$ cat src/rtl/nvreg_unlock.sv
module nvreg_unlock #(
  parameter int BUSY_CYCLES = 1000,
  localparam int BW = $clog2(BUSY_CYCLES + 1)
) (
  input  logic       clk,
  input  logic       rst_n,
  input  logic       ev_start,
  input  logic       ev_stop,
  input  logic       ev_wbyte,
  input  logic [7:0] wdata,
  input  logic       ev_read,
  input  logic       wp_fault,
  output logic       ack_valid,
  output logic       ack,
  output logic       busy,
  output logic [7:0] reg_out,
  output logic       rd_valid,
  output logic [7:0] rd_data
);

  logic          wel, rwel;
  logic [4:0]    nv;
  logic          open_x, have_byte, spoiled;
  logic [7:0]    held;
  logic [BW-1:0] busy_cnt;

  assign busy    = busy_cnt != '0;
  assign reg_out = {1'b0, nv[4:1], rwel, wel, nv[0]};

  wire nv_form    = rwel && !held[7] && held[1];
  wire is_commit  = nv_form && !held[2];
  wire is_wel     = !rwel && held == 8'h02;
  wire is_both    = !rwel && wel && held == 8'h06;
  wire apply      = ev_stop && !ev_start && open_x && have_byte && !spoiled;
  wire byte_ok    = ev_wbyte && open_x && !have_byte && !spoiled && !busy;

  always_ff @(posedge clk or negedge rst_n) begin
    if (!rst_n) begin
      ack_valid <= 1'b0;
      ack       <= 1'b0;
      rd_valid  <= 1'b0;
      rd_data   <= '0;
      wel       <= 1'b0;
      rwel      <= 1'b0;
      nv        <= '0;
      open_x    <= 1'b0;
      have_byte <= 1'b0;
      spoiled   <= 1'b0;
      held      <= '0;
      busy_cnt  <= '0;
    end else begin
      ack_valid <= ev_wbyte;
      ack       <= byte_ok;
      rd_valid  <= ev_read;
      if (ev_read) rd_data <= reg_out;

      if (busy) busy_cnt <= busy_cnt - 1'b1;

      if (ev_start) begin
        open_x    <= 1'b1;
        have_byte <= 1'b0;
        spoiled   <= 1'b0;
      end else if (ev_stop) begin
        open_x    <= 1'b0;
        have_byte <= 1'b0;
        spoiled   <= 1'b0;
      end else if (ev_wbyte && open_x) begin
        if (byte_ok) begin
          held      <= wdata;
          have_byte <= 1'b1;
        end else begin
          spoiled   <= 1'b1;
        end
      end

      if (apply) begin
        if (is_commit) begin
          nv       <= {held[6:3], held[0]};
          rwel     <= 1'b0;
          busy_cnt <= BW'(BUSY_CYCLES);
        end else if (is_wel) begin
          wel <= 1'b1;
        end else if (is_both) begin
          wel  <= 1'b1;
          rwel <= 1'b1;
        end
      end

      if (wp_fault) rwel <= 1'b0;
    end
  end

endmodule

$ cat config.mk
export PLATFORM = sky130hd
export DESIGN_NAME = nvreg_unlock
export DESIGN_NICKNAME = d
export VERILOG_FILES = /design/src/rtl/nvreg_unlock.sv
export SDC_FILE = /design/constraint.sdc
export NUM_CORES = 1
export LEC_CHECK = 0
export ABC_AREA = 1
export BUFFER_PORTS_ARGS = -buffer_cell sky130_fd_sc_hd__buf_2
export CORE_MARGIN = 5
export CORE_UTILIZATION = 45
export DETAILED_ROUTE_END_ITERATION = 10
export PLACE_DENSITY = 0.67
export SLEW_MARGIN = 20
export SYNTH_ARGS = -nofsm -noshare
export SYNTH_HDL_FRONTEND = slang
export SYNTH_SLANG_ARGS = --single-unit
$ cat constraint.sdc
create_clock -name clk -period 4 [get_ports clk]
set_input_delay 1.2 -clock clk [delete_from_list [all_inputs] [get_ports clk]]
set_output_delay 1.2 -clock clk [all_outputs]
set_load 0.1 [all_outputs]
==> impl_metrics.toml <==
[run_status]
status = "completed"

[synthesis]
synth-compound-area-share = 0.03206
synth_xor_area_frac = 0.004878
syn-cell-area_sq_mm = 0.001795
synthAdderAreaFrac = 0.006969
synth_top_family_by_area = "simple AND/OR/NAND/NOR gates"
postSynthAreaPerCell_sq_um = 8.469
synth-edff-count = 0
yosys-mux-area-fraction = 0.03136
synthSimpleGateAreaFrac = 0.3213
synth.area.top_cells = "dfrtp_1, nand2_1, nand3_1"
yosysSeqAreaShare = 0.5296
synth_common_cells = "nand2_1, dfrtp_1, nor2_1"
syn_inst = 212
synthFlopType = "dfrtp_1"
synth.top_cell.area_share = 0.5296
synth-async-reset-ratio = 1.000
yosysWarnings = 0
synth_most_common_cell = "nand2_1"
synth_seq_cells = 38
yosysTopAreaCell = "dfrtp_1"
synth_cell_types = 27

[setup_path]
path_max_fanout = 9
setup.worst_path.start_class = "flop"
path_delay_family = "simple AND/OR/NAND/NOR gates"
crit_arrival_ns = 1.79
endpoint_kind = "primary output"
critPathLaunch = "busy_cnt[0]"
r2r_start = "spoiled"
crit_chain = "inv_1 -> ha_1 -> nand2_2 -> nor2_8 -> nand3_4 -> buf_2"
crit_required_ns = 2.80
critical_path_buf_inv_count = 2
crit_type = "flop to primary output"
max_stage_delay_ns = 0.39
slowest_stage = "dfrtp_1"

[pwr]
p_leak_nw = 1.238
peakVddDrop_mv = 0.2961
power.density_mw_per_mm2 = 389.1
p_total_uw = 826.7

[route]
num_vias = 1404
ant_nets = 0
drt_iter0_drc = 78
via_per_inst = 4.727
first_pass_iters = 6
wl_per_cell_um = 11.59
drc = 0
wl_um = 3441

[sta]
fin_skew_ns = 0.004145
finalSetupViolations = 0
max_freq_mhz = 334.3
fin_hold_ws_ns = 0.4939
fin_crit_ns = 2.992
fin_setup_tns_ns = 0
slew-limit-headroom = 0.4444
period_share = 0.7479
worst_pin_slew_ns = 0.8334
rsz0062_at_grt = "no"
hold_violations = 0
slew_violations = 0

[clock_network]
post_cts_buffers = 0
cts_inserted_buffers = 5
post_cts_resized = 0
clock_latency_ns = 0.29
ctsHtreeMaxLevel = 2
postCtsHoldBufs = 0
cts_root_buf = "clkbuf_8"
cts_tree = "done"
clockBufferDepth = 2
cts.clk_slew.worst_paths_ns = 0.07
clkSinkCount = 38

[global_routing]
grt_antenna_before_repair = 0
gr-usage-met3 = 0.03306
grt_usage = 0.1405
grt_pass1_wl_um = 5816
grt_use_met1 = 0.1958
gr-usage-met2 = 0.2075
grt_max_degree = 39
grt_busiest_layer = "met2"
grt_overflow_total = 0
grt_pass1_vias = 1344

[floorplanning]
fp-row-count = 23
start_util = 0.4554
die_area_sq_mm = 0.005353
fp.dieW_um = 73.17
die_h_um = 73.17
ios = 35
coreArea_sq_mm = 0.003943

[layout]
drive_above_1_share = 0.2267
syn2layout_area_growth_pct = 18.33
diodes = 0
nNetsFinal = 262
nFillCells = 374
utilization = 0.5389

[placed_design]
place_congestion = 0.8417
hpwlAfterDp_um = 2538
port_buffers = 32

[hold_path]
min_from = "held[6]"
hold_path.class = "flop to flop"

[run]
cap_violations = 0
[final cells by class]
type / instances / area (sq um) / share of cell area
sequential: 38 / 950.9 / 0.4476
multi-input combinational: 145 / 719.4 / 0.3386
timing repair buffer: 33 / 167.7 / 0.07892
inverter: 23 / 86.33 / 0.04064
clock buffer: 5 / 68.82 / 0.03239
clock inverter: 3 / 68.82 / 0.03239
tap: 50 / 62.56 / 0.02945
[worst paths after layout]
path / to / slack, ns / cells past startpoint
worst min register to register: held[6] / 0.49 / 2
min in group asynchronous: rwel / 1.00 / 1
worst max register to register: nv[0] / 2.44 / 7
max in group asynchronous: held[5] / 2.47 / 1
worst min-delay path: held[6] / 0.49 / 2
worst max-delay path: busy / 1.01 / 6
[state kept, by name, indices dropped and copies added, names as in the netlist]
name and count:
rwel 1, spoiled 1, nv 5, busy_cnt 10, held 8, ack 1, wel 1, have_byte 1
open_x 1, rd_valid 1, rd_data 7, ack_valid 1
[power by group]
part	internal [mW]	switching [mW]	leakage [nW]
sequential	0.387	0.00126	0.475
combinational	0.00946	0.0386	0.694
clock	0.250	0.141	0.0683
[cell families (layout without fill, tap and decap cells)]
logic type / Yosys count / in the layout
flip-flops: 38 / 38
XOR/XNOR: 1 / 1
buffers and inverters: 30 / 64
AO/OA/AOI/OAI: 11 / 11
multiplexers: 5 / 5
other: 1 / 2
adder cells (fa/ha/maj): 1 / 1
AND/OR/NAND/NOR: 125 / 125
[cells in the final DEF, fill, tap and decap left out, types with 2 or more instances in the layout]
| cell type | count |
|---|---|
| nand4_1 | 2 |
| buf_2 | 32 |
| mux2_2 | 5 |
| nor2_8 | 2 |
| nand2_1 | 67 |
| nor3_1 | 2 |
| a21oi_1 | 4 |
| nand2_2 | 2 |
| bufinv_16 | 2 |
| o21ai_1 | 5 |
| dfrtp_1 | 38 |
| nand3_1 | 19 |
| inv_1 | 22 |
| conb_1 | 2 |
| nor2_1 | 25 |
| clkbuf_8 | 5 |
[per-layer routing]
layer | wire (um) | part of all wire
met3 | 186 | 0.054
met1 | 1692 | 0.49
met5 | 0 | 0
met4 | 51 | 0.015
met2 | 1510 | 0.44
[metrics by stage]
step                      setup WS, ns  cells  cell area (sq um)
after detailed placement         1.322    289               1987
after floorplan                  1.521    213               1799
after global placement           1.351    289               1987
after CTS                       0.9974    297               2125
after global routing            0.9049    297               2125
final                            1.008    297               2125
[worst register-to-register path, cell delays in order, from the launching register on]
cell and delay [ns]:
dfrtp_1 0.38, inv_1 0.07, nand3_1 0.07, nor2_1 0.22, nand2_1 0.36, inv_1 0.26
nand2_1 0.08, nand2_1 0.06
Power figures use the tool's default switching activity.
